==> config.mk <==
export PLATFORM = sky130hd
export DESIGN_NAME = twi_tick_core
export DESIGN_NICKNAME = d
export VERILOG_FILES = /design/src/rtl/twi_pkg.sv /design/src/rtl/twi_line_sync.sv /design/src/rtl/twi_tick_select.sv /design/src/rtl/twi_master_clk.sv /design/src/rtl/twi_slave_mon.sv /design/src/rtl/twi_tick_core.sv
export SDC_FILE = /design/constraint.sdc
export NUM_CORES = 1
export LEC_CHECK = 0
export BUFFER_PORTS_ARGS = -buffer_cell sky130_fd_sc_hd__buf_2
export CORE_ASPECT_RATIO = 0.5
export CORE_UTILIZATION = 40
export DETAILED_ROUTE_END_ITERATION = 7
export PLACE_DENSITY = 0.66
export SLEW_MARGIN = 5
export SYNTH_ARGS = -nofsm -noshare
export SYNTH_HDL_FRONTEND = slang
export SYNTH_SLANG_ARGS = --single-unit
==> constraint.sdc <==
create_clock -name clk -period 1.8 [get_ports clk]
set_clock_uncertainty 0.05 [all_clocks]
set_input_delay 0.18 -clock clk [delete_from_list [all_inputs] [get_ports clk]]
set_output_delay 0.18 -clock clk [all_outputs]
set_load 0.05 [all_outputs]
==> src/rtl/twi_pkg.sv <==
package twi_pkg;
   typedef enum logic [1:0] {
      M_IDLE,
      M_LOW,
      M_REL,
      M_HIGH
   } mst_state_e;

   typedef enum logic [2:0] {
      S_IDLE,
      S_ADDR,
      S_ACKWAIT,
      S_ACK,
      S_BUSY
   } slv_state_e;
endpackage

==> src/rtl/twi_line_sync.sv <==
module twi_line_sync #(
   parameter int WIDTH  = 2,
   parameter int STAGES = 2
) (
   input  logic             clk,
   input  logic             rst_n,
   input  logic [WIDTH-1:0] d_in,
   output logic [WIDTH-1:0] q_out
);
   if (STAGES < 2) begin : g_bad_stages
      $error("twi_line_sync: STAGES must be at least 2");
   end

   for (genvar w = 0; w < WIDTH; w++) begin : g_line
      logic [STAGES-1:0] chain;
      always_ff @(posedge clk or negedge rst_n) begin
         if (!rst_n) chain <= '1;
         else        chain <= {chain[STAGES-2:0], d_in[w]};
      end
      assign q_out[w] = chain[STAGES-1];
   end
endmodule

==> src/rtl/twi_tick_select.sv <==
module twi_tick_select #(
   parameter int NUM_SRC = 4,
   localparam int SEL_W  = (NUM_SRC > 1) ? $clog2(NUM_SRC) : 1
) (
   input  logic [NUM_SRC-1:0] tick_in,
   input  logic [SEL_W-1:0]   sel,
   output logic               tick
);
   if (NUM_SRC < 2) begin : g_bad_src
      $error("twi_tick_select: NUM_SRC must be at least 2");
   end

   logic [NUM_SRC-1:0] hit;
   for (genvar i = 0; i < NUM_SRC; i++) begin : g_src
      assign hit[i] = tick_in[i] && (sel == SEL_W'(i));
   end
   assign tick = |hit;
endmodule

==> src/rtl/twi_master_clk.sv <==
module twi_master_clk
   import twi_pkg::*;
#(
   parameter int LOW_TICKS  = 2,
   parameter int HIGH_TICKS = 1,
   localparam int MAXT      = (LOW_TICKS > HIGH_TICKS) ? LOW_TICKS : HIGH_TICKS,
   localparam int CNT_W     = (MAXT > 1) ? $clog2(MAXT) : 1
) (
   input  logic clk,
   input  logic rst_n,
   input  logic en,
   input  logic run,
   input  logic tick,
   input  logic scl_s,
   output logic scl_oe
);
   if (LOW_TICKS < 1 || HIGH_TICKS < 1) begin : g_bad_ticks
      $error("twi_master_clk: tick counts must be at least 1");
   end

   localparam logic [CNT_W-1:0] LOW_LAST  = CNT_W'(LOW_TICKS - 1);
   localparam logic [CNT_W-1:0] HIGH_LAST = CNT_W'(HIGH_TICKS - 1);

   mst_state_e       st;
   logic [CNT_W-1:0] cnt;

   always_ff @(posedge clk or negedge rst_n) begin
      if (!rst_n) begin
         st     <= M_IDLE;
         cnt    <= '0;
         scl_oe <= 1'b0;
      end else if (!en) begin
         st     <= M_IDLE;
         cnt    <= '0;
         scl_oe <= 1'b0;
      end else begin
         unique case (st)
            M_IDLE: if (run && tick) begin
               st     <= M_LOW;
               cnt    <= '0;
               scl_oe <= 1'b1;
            end
            M_LOW: if (tick) begin
               if (cnt == LOW_LAST) begin
                  st     <= M_REL;
                  cnt    <= '0;
                  scl_oe <= 1'b0;
               end else begin
                  cnt <= cnt + 1'b1;
               end
            end
            M_REL: if (scl_s) st <= M_HIGH;
            M_HIGH: if (tick) begin
               if (cnt == HIGH_LAST) begin
                  cnt    <= '0;
                  st     <= run ? M_LOW : M_IDLE;
                  scl_oe <= run;
               end else begin
                  cnt <= cnt + 1'b1;
               end
            end
            default: st <= M_IDLE;
         endcase
      end
   end


   low_starts_on_tick_chk: assert property (@(posedge clk) disable iff (!rst_n)
      $rose(scl_oe) |-> $past(tick));

   low_ends_on_tick_chk: assert property (@(posedge clk) disable iff (!rst_n)
      ($fell(scl_oe) && $past(en)) |-> $past(tick));
endmodule

==> src/rtl/twi_slave_mon.sv <==
module twi_slave_mon
   import twi_pkg::*;
#(
   parameter int          ADDR_W   = 7,
   parameter logic [ADDR_W-1:0] SLV_ADDR = 7'h5A,
   localparam int         BITS     = ADDR_W + 1,
   localparam int         BCNT_W   = $clog2(BITS + 1)
) (
   input  logic clk,
   input  logic rst_n,
   input  logic en,
   input  logic inhibit,
   input  logic scl_s,
   input  logic sda_s,
   input  logic irq_clr,
   output logic sda_oe,
   output logic irq
);
   slv_state_e        st;
   logic              scl_q, sda_q, inh_eff, acked;
   logic [ADDR_W-1:0] addr_q;
   logic [BCNT_W-1:0] bcnt;

   wire scl_rise  = scl_s & ~scl_q;
   wire scl_fall  = ~scl_s & scl_q;
   wire start_det = scl_s & scl_q & sda_q & ~sda_s;
   wire stop_det  = scl_s & scl_q & ~sda_q & sda_s;
   wire addr_ok   = (addr_q == SLV_ADDR) && !inh_eff;

   logic irq_set;

   always_ff @(posedge clk or negedge rst_n) begin
      if (!rst_n) begin
         scl_q <= 1'b1;
         sda_q <= 1'b1;
      end else begin
         scl_q <= scl_s;
         sda_q <= sda_s;
      end
   end

   always_ff @(posedge clk or negedge rst_n) begin
      if (!rst_n) begin
         st      <= S_IDLE;
         inh_eff <= 1'b0;
         acked   <= 1'b0;
         addr_q  <= '0;
         bcnt    <= '0;
         sda_oe  <= 1'b0;
         irq_set <= 1'b0;
      end else begin
         irq_set <= 1'b0;
         if (!en) begin
            st     <= S_IDLE;
            acked  <= 1'b0;
            sda_oe <= 1'b0;
         end else if (start_det) begin
            st      <= S_ADDR;
            bcnt    <= '0;
            inh_eff <= inhibit;
            acked   <= 1'b0;
            sda_oe  <= 1'b0;
         end else if (stop_det) begin
            st      <= S_IDLE;
            sda_oe  <= 1'b0;
            irq_set <= acked;
            acked   <= 1'b0;
         end else begin
            unique case (st)
               S_ADDR: if (scl_rise) begin
                  if (bcnt < BCNT_W'(ADDR_W)) addr_q <= {addr_q[ADDR_W-2:0], sda_s};
                  bcnt <= bcnt + 1'b1;
                  if (bcnt == BCNT_W'(BITS - 1)) st <= S_ACKWAIT;
               end
               S_ACKWAIT: if (scl_fall) begin
                  st      <= S_ACK;
                  sda_oe  <= addr_ok;
                  acked   <= addr_ok;
                  irq_set <= addr_ok;
               end
               S_ACK: if (scl_fall) begin
                  st     <= S_BUSY;
                  sda_oe <= 1'b0;
               end
               default: ;
            endcase
         end
      end
   end

   always_ff @(posedge clk or negedge rst_n) begin
      if (!rst_n)       irq <= 1'b0;
      else if (irq_set) irq <= 1'b1;
      else if (irq_clr) irq <= 1'b0;
   end


   ack_on_scl_fall_chk: assert property (@(posedge clk) disable iff (!rst_n)
      $rose(sda_oe) |-> $past(scl_fall));

   irq_holds_chk: assert property (@(posedge clk) disable iff (!rst_n)
      (irq && !irq_clr) |=> irq);
endmodule

==> src/rtl/twi_tick_core.sv <==
module twi_tick_core #(
   parameter int         NUM_SRC     = 4,
   parameter int         SYNC_STAGES = 2,
   parameter int         LOW_TICKS   = 2,
   parameter int         HIGH_TICKS  = 1,
   parameter logic [6:0] SLV_ADDR    = 7'h5A,
   localparam int        SEL_W       = (NUM_SRC > 1) ? $clog2(NUM_SRC) : 1
) (
   input  logic               clk,
   input  logic               rst_n,
   input  logic               cfg_enable,
   input  logic               cfg_inhibit,
   input  logic [SEL_W-1:0]   cfg_src_sel,
   input  logic               mst_run,
   input  logic [NUM_SRC-1:0] tick_in,
   input  logic               scl_in,
   input  logic               sda_in,
   input  logic               irq_clr,
   output logic               scl_oe,
   output logic               sda_oe,
   output logic               slv_irq
);
   logic       tick_sel;
   logic [1:0] lines_s;

   twi_tick_select #(.NUM_SRC(NUM_SRC)) u_sel (
      .tick_in (tick_in),
      .sel     (cfg_src_sel),
      .tick    (tick_sel)
   );

   twi_line_sync #(.WIDTH(2), .STAGES(SYNC_STAGES)) u_sync (
      .clk   (clk),
      .rst_n (rst_n),
      .d_in  ({sda_in, scl_in}),
      .q_out (lines_s)
   );

   twi_master_clk #(.LOW_TICKS(LOW_TICKS), .HIGH_TICKS(HIGH_TICKS)) u_mst (
      .clk    (clk),
      .rst_n  (rst_n),
      .en     (cfg_enable),
      .run    (mst_run),
      .tick   (tick_sel),
      .scl_s  (lines_s[0]),
      .scl_oe (scl_oe)
   );

   twi_slave_mon #(.ADDR_W(7), .SLV_ADDR(SLV_ADDR)) u_slv (
      .clk     (clk),
      .rst_n   (rst_n),
      .en      (cfg_enable),
      .inhibit (cfg_inhibit),
      .scl_s   (lines_s[0]),
      .sda_s   (lines_s[1]),
      .irq_clr (irq_clr),
      .sda_oe  (sda_oe),
      .irq     (slv_irq)
   );


   disabled_quiet_chk: assert property (@(posedge clk) disable iff (!rst_n)
      !cfg_enable |=> (!scl_oe && !sda_oe));
endmodule

==> reports/metrics.yaml, run 1 <==
yosys:
  ys_ff_latch: 29
  synth-edff-count: 0
  syn_avg_cell_area_sq_um: 11.4
  synth.largest_area_cell: "dfrtp_1"
  synthCells: 129
  ys_async_sr_fraction_pct: 100
  yosys_warnings: 0
  synth_cell_type_count: 43
  syn_nets: 148
  synth_ff_type: "dfrtp_1"
  seq_area_frac_synth_pct: 50.0
  synthTopCellsByArea: "dfrtp_1 39%, dfstp_2 11%, mux2_4 7.2%"
  post-synth-top-area-fraction_pct: 39.3
  netlist_area_sq_mm: 0.00147
global_route:
  gr-total-overflow: 0
  grt_max_degree: 30
  grt_pass1_wl_mm: 4.84
  grt_pass1_vias: 1078
  grt_usage_pct: 16.7
  grt_antenna_before_repair: 0
hold_path:
  hold_end: "u_slv.inh_eff"
  hold_depth: 2
  worstHoldStart: "cfg_inhibit"
  min_path_type: "in2reg"
place:
  hpwl_mm: 2.08
  placed_area_sq_mm: 0.00174
  gp_congestion: 0.839
  port_buffers: 16
clock_network:
  clk_pin_slew_ns: 0.06
  cts_buffers: 5
  cts_tree: "done"
  cts_sinks: 29
  clockRootBuffer: "clkbuf_8"
  clk_latency_ns: 0.27
  cts_buffer_depth: 2
  htreeDepth: 2
timing:
  layout_setup_ws_ns: -0.0269
  slew_headroom_pct: 57.1
  hold_violations: 0
  rsz0062_at_grt: "true"
  maxSlewViolCount: 0
  fin_crit_sh_pct: 101
  fmax_mhz: 547
  tightestPinTransition_ns: 0.644
  setup_tns_ns: -0.0401
  setup_viol: 2
  fin_crit_ns: 1.83
  hold-worst-slack_ns: 0.0909
detailed_routing:
  drt-initial-drc-count: 94
  route.met3.wl_um: 130
  wl_met1_mm: 1.42
  route.met2.wl_mm: 1.48
  post_drt_wl_per_cell_um: 13.3
  drt.antenna.violating_nets: 0
  num_vias: 1131
  drc: 0
  drtPass1Iterations: 4
  drt_wl_total_mm: 3.04
  routed.top_layer: "met4"
  routed_via_density: 4.96
critical_path:
  rr_worst_depth: 4
  critical_path_class: "reg2reg"
  cp_max_fo: 5
  startpoint_type: "flop"
  r2r_end: "u_slv.st[2]"
  cp.arrival_ns: 1.97
  r2r_slack_ns: -0.03
  critPathCaptureType: "flop"
  crit_required_ns: 1.95
  rr_startpoint: "u_sync.g_line[0].chain[1]"
floorplan:
  core_sq_mm: 0.00347
  die_w_um: 87.6
  die_y_um: 44.8
  start_util_pct: 42.2
  rows: 15
  die_area_sq_mm: 0.00392
  ioPinCount: 17
layout:
  final_cell_area_sq_mm: 0.00198
  area_growth_pct: 35.1
  num_antenna_cells: 0
  mostFrequentLayoutCell: "dfrtp_1"
  mostFrequentLayoutCells: "23 x dfrtp_1, 22 x buf_4, 16 x buf_2, 10 x nand2_1, 8 x o21ai_0"
  fill_cells: 283
  drive_above_1_share_pct: 45.8
  nets: 195
pwr:
  leakage_nw: 0.944
  ir_drop_mv: 0.325
  p_per_area_mw_per_mm2: 1060
status:
  status: "complete, but fails checks"
  violations: "setup timing"
run:
  drv_cap: 0
-- per-layer routing --
| layer | vias up | track usage (%) |
|---|---|---|
| met3 | 2 | 5.30 |
| met5 | - | 0 |
| met4 | 0 | 4.92 |
| met1 | 548 | 21.4 |
| met2 | 19 | 27.8 |
| li1 | 562 | - |
-- critical path, stage by stage (launching register included) --
cell and delay [ns]:
dfstp_2 0.57, or4b_4 0.48, o311a_4 0.35, nand4b_1 0.17, a21oi_1 0.13
-- timing repair --
action | CTS | global route
hold endpoints to repair | 25 | 0
resized for setup | 5 | 9
setup buffers | 3 | 3
hold buffers | 3 | 0
pin swaps | 1 | 3
setup endpoints to repair | 6 | 16
-- flip-flops by register name (all words and copies together) (netlist names), 2 cells and up --
register and cells:
u_slv.addr_q 7, u_slv.bcnt 4, u_sync.g_line.chain 4, u_slv.st 3, u_mst.st 2
-- area by class of cell --
type | instances | area [sq um] | area share [%]
clock buffers | 7 | 86.3 | 4.36
inverters | 9 | 33.8 | 1.71
multi-input cells | 89 | 746 | 37.7
flip-flops and latches | 29 | 733 | 37.0
clock inverters | 1 | 30.0 | 1.52
repair buffers | 42 | 287 | 14.5
well taps | 51 | 63.8 | 3.22
-- per-stage QoR --
step | cells | worst slack (ns) | util (%) | total power, mW
5_1_grt | 228 | -0.0999 | 57.0 | 2.22
2_1_floorplan | 129 | -0.00435 | - | 1.13
4_1_cts | 225 | -0.0186 | 55.6 | 2.07
3_3_place_gp | 211 | -0.0231 | 50.1 | 1.31
6_report | 228 | -0.0269 | 57.0 | 2.09
3_5_place_dp | 211 | -0.0396 | 50.1 | 1.32
-- cell usage after synthesis, drive strengths merged (2+ instances only) --
master,n
nand3,6
nor3b,2
nand2,11
mux2i,2
or4b,3
ha,5
a21oi,7
nor2b,3
dfrtp,23
inv,9
nor2,5
nand4b,3
nand2b,3
or3,2
o21ai,9
mux2,8
dfstp,6
-- worst max-delay path by stage --
| stage | startpoint | end | depth (start not counted) |
|---|---|---|---|
| 2_1_floorplan | u_mst.st[1] | u_mst.st[0] | 6 |
| 3_3_place_gp | u_sync.g_line[0].chain[1] | u_slv.st[0] | 3 |
| 3_5_place_dp | u_mst.st[1] | u_mst.st[0] | 7 |
| 4_1_cts | u_sync.g_line[0].chain[1] | u_slv.st[2] | 4 |
| 5_1_grt | u_mst.st[0] | u_mst.scl_oe | 6 |
| 6_report | u_sync.g_line[0].chain[1] | u_slv.st[2] | 4 |
-- where the power goes --
part | internal (mW) | switching [mW]
Clock | 0.451 | 0.231
Sequential | 0.732 | 0.0578
Combinational | 0.317 | 0.305
-- cell families (layout without fill, tap and decap cells) --
| family | after synthesis | count (layout) | synth area share [%] |
|---|---|---|---|
| mux | 11 | 11 | 10.8 |
| simple gates | 46 | 46 | 19.6 |
| buf+inv | 11 | 59 | 3.33 |
| xor+xnor | 1 | 1 | 0.598 |
| compound gates | 26 | 26 | 11.3 |
| fa+ha+maj | 5 | 5 | 4.27 |
| flops | 29 | 29 | 50.0 |
Note: power is estimated with default switching activity, not from simulation.
==> inputs of run 2 (changes only) <==
--- a/config.mk
+++ b/config.mk
@@ -5,11 +5,13 @@
 export SDC_FILE = /design/constraint.sdc
 export NUM_CORES = 1
 export LEC_CHECK = 0
+export ABC_AREA = 1
 export BUFFER_PORTS_ARGS = -buffer_cell sky130_fd_sc_hd__buf_2
 export CORE_ASPECT_RATIO = 0.5
 export CORE_UTILIZATION = 40
 export DETAILED_ROUTE_END_ITERATION = 7
 export PLACE_DENSITY = 0.66
+export RECOVER_POWER = 50
 export SLEW_MARGIN = 5
 export SYNTH_ARGS = -nofsm -noshare
 export SYNTH_HDL_FRONTEND = slang
==> run 2 against run 1 <==
Effect of this change:
- via count is 7.2% higher
- worst hold slack worse by 0.068 ns
- worst setup slack gained 0.19 ns
- global-route usage decreased by 1.0 points
- core utilization down 6.5 points
- synthesized cell count increased by 42%
- critical path depth grew 1
- fmax up 12%
- power shrank 3.4%
- cell area decreased by 7.6%
- count of clock-buffer cells in the layout increased by 1
- the flow now finishes without violations
- clock power shrank 20%
==> reports/metrics.yaml, run 2 <==
status:
  status: "complete, no violations"
floorplan:
  die_w_um: 91.2
  core_sq_mm: 0.00362
  start_util_pct: 43.9
  ioPinCount: 17
  die_area_sq_mm: 0.00425
  rows: 15
  die_y_um: 46.6
detailed_routing:
  drt_wl_total_mm: 2.83
  routed_via_density: 4.68
  drtPass1Iterations: 4
  drt-initial-drc-count: 62
  num_vias: 1212
  drc: 0
  post_drt_wl_per_cell_um: 10.9
  drt.antenna.violating_nets: 0
critical_path:
  critical_path_class: "reg2reg"
  max_stage_delay_ns: 0.64
  crit_required_ns: 1.91
  critPathCaptureType: "flop"
  slowest_stage: "dfstp_1"
  critPathLaunch: "u_sync.g_line[0].chain[1]"
  startpoint_type: "flop"
  path_cells: "nand2_1 -> nor2_2 -> nand4_4 -> nor2_1 -> a21oi_2"
  rr_startpoint: "u_sync.g_line[0].chain[1]"
  cp_max_fo: 14
  cp.arrival_ns: 1.75
layout:
  num_antenna_cells: 0
  largestRegisters: "u_slv.addr_q (7), u_slv.bcnt (4), u_sync.g_line.chain (4)"
  final_cell_count_no_fill: 259
  nets: 226
  regMostFlops: "u_slv.addr_q"
  mostFrequentLayoutCell: "nand2_1"
  fill_cells: 351
  drive_above_1_share_pct: 25.0
  largest_reg_flops: 7
  area_growth_pct: 14.9
  mostFrequentLayoutCells: "41 x nand2_1, 27 x inv_1, 23 x dfrtp_1, 16 x nand3_1, 15 x buf_2"
  final_cell_area_sq_mm: 0.00183
clock_network:
  clk_pin_slew_ns: 0.06
  clk_latency_ns: 0.28
  cts_buffers: 5
  cts_tree: "done"
  htreeDepth: 2
  clockRootBuffer: "clkbuf_8"
  cts_sinks: 29
  cts_buffer_depth: 2
timing:
  maxSlewViolCount: 0
  tightestPinTransition_ns: 0.703
  setup_viol: 0
  hold_violations: 0
  rsz0062_at_grt: "false"
  fin_crit_sh_pct: 90.9
  setup_tns_ns: 0
  fin_crit_ns: 1.64
  fmax_mhz: 611
  hold-worst-slack_ns: 0.0226
  slew_headroom_pct: 53.1
yosys:
  yosys_warnings: 0
  synthCells: 183
  netlist_area_sq_mm: 0.00159
  synth_cell_type_count: 30
  synth_common_cells: "41 x nand2_1, 27 x inv_1, 23 x dfrtp_1, 16 x nand3_1, 11 x nor2_1"
  synth.largest_area_cell: "dfrtp_1"
  syn_avg_cell_area_sq_um: 8.70
  ys_async_sr_fraction_pct: 100
  synth_most_common_cell: "nand2_1"
  synth_ff_type: "dfrtp_1"
  synth-edff-count: 0
  ys_ff_latch: 29
  seq_area_frac_synth_pct: 46.1
  syn_nets: 202
  post-synth-top-area-fraction_pct: 36.2
  synthTopCellsByArea: "dfrtp_1 36%, dfstp_2 9.9%, nand2_1 9.7%"
hold_path:
  worstHoldStart: "irq_clr"
  min_path_type: "in2reg"
global_route:
  grt_pass1_vias: 1148
  grt_antenna_before_repair: 0
  gr-total-overflow: 0
  grt_usage_pct: 15.7
  grt_pass1_wl_mm: 4.94
  grt_max_degree: 30
pwr:
  ir_drop_mv: 0.632
  power_mw: 2.02
  p_per_area_mw_per_mm2: 1110
  leakage_nw: 0.936
place:
  placed_area_sq_mm: 0.00171
  hpwl_mm: 2.10
  placedCellCount: 248
  gp_congestion: 0.877
  port_buffers: 16
run:
  drv_cap: 0
==> run 2: worst paths after layout <==
| kind | slack, ns | endpoint | depth (start not counted) |
|---|---|---|---|
| setup / recovery | 0.16 | u_slv.addr_q[2] | 5 |
| hold / removal | 0.02 | u_slv.irq | 2 |
| setup reg to reg | 0.16 | u_slv.addr_q[2] | 5 |
| hold reg to reg | 0.31 | u_sync.g_line[1].chain[1] | 0 |
| max in group asynchronous | 0.81 | u_slv.addr_q[4] | 2 |
| min in group asynchronous | 0.44 | u_mst.cnt | 2 |
==> run 2: report_power, final <==
group          switching, mW  internal, mW  leakage, nW
logic                  0.359         0.216        0.530
registers              0.110         0.790        0.360
clock network          0.236         0.311       0.0455
==> run 2: cell families after synthesis <==
logic type                 Yosys count  share of synthesized area, %
and+or+nand+nor                     89                          29.4
buffers and inverters               33                          9.04
DFF                                 29                          46.1
AOI/OAI and AO/OA                   24                          9.75
adders and majority gates            5                          3.93
xor gates and xnor gates             2                          1.10
muxes                                1                         0.707
==> run 2: layout make-up <==
class | count | area [sq um] | area share [%]
Tap cell | 51 | 63.8 | 3.49
Multi-Input combinational cell | 121 | 714 | 39.1
Sequential cell | 29 | 733 | 40.1
Clock buffer | 8 | 90.1 | 4.93
Timing Repair Buffer | 19 | 110 | 6.02
Inverter | 31 | 116 | 6.37
==> run 2: worst max-delay path: cells and delay by family, from the launching register on <==
kind | cells | cell delay [ns]
AOI/OAI and AO/OA | 1 | 0.04
and+or+nand+nor | 4 | 0.79
DFF | 1 | 0.64
==> run 2: stage by stage <==
step,util [%],setup WS [ns]
global placement,47.2,0.221
finish,50.5,0.163
global route,50.5,0.0224
floorplan,-,0.366
detailed placement,47.2,0.201
CTS,50.5,0.189
==> run 2: metal layers <==
layer	wire length, um	vias up	global-route usage (%)
met2	1270	20	26.5
met5	0	-	0
met1	1430	551	19.2
met4	26	0	8.57
li1	-	637	-
met3	98	4	4.13
==> run 2: timing repair <==
item                                   4_1_cts  5_1_grt
endpoints found under the hold margin       25        0
buffers inserted                             0        0
resized for setup                            0        0
hold buffers                                 3        0
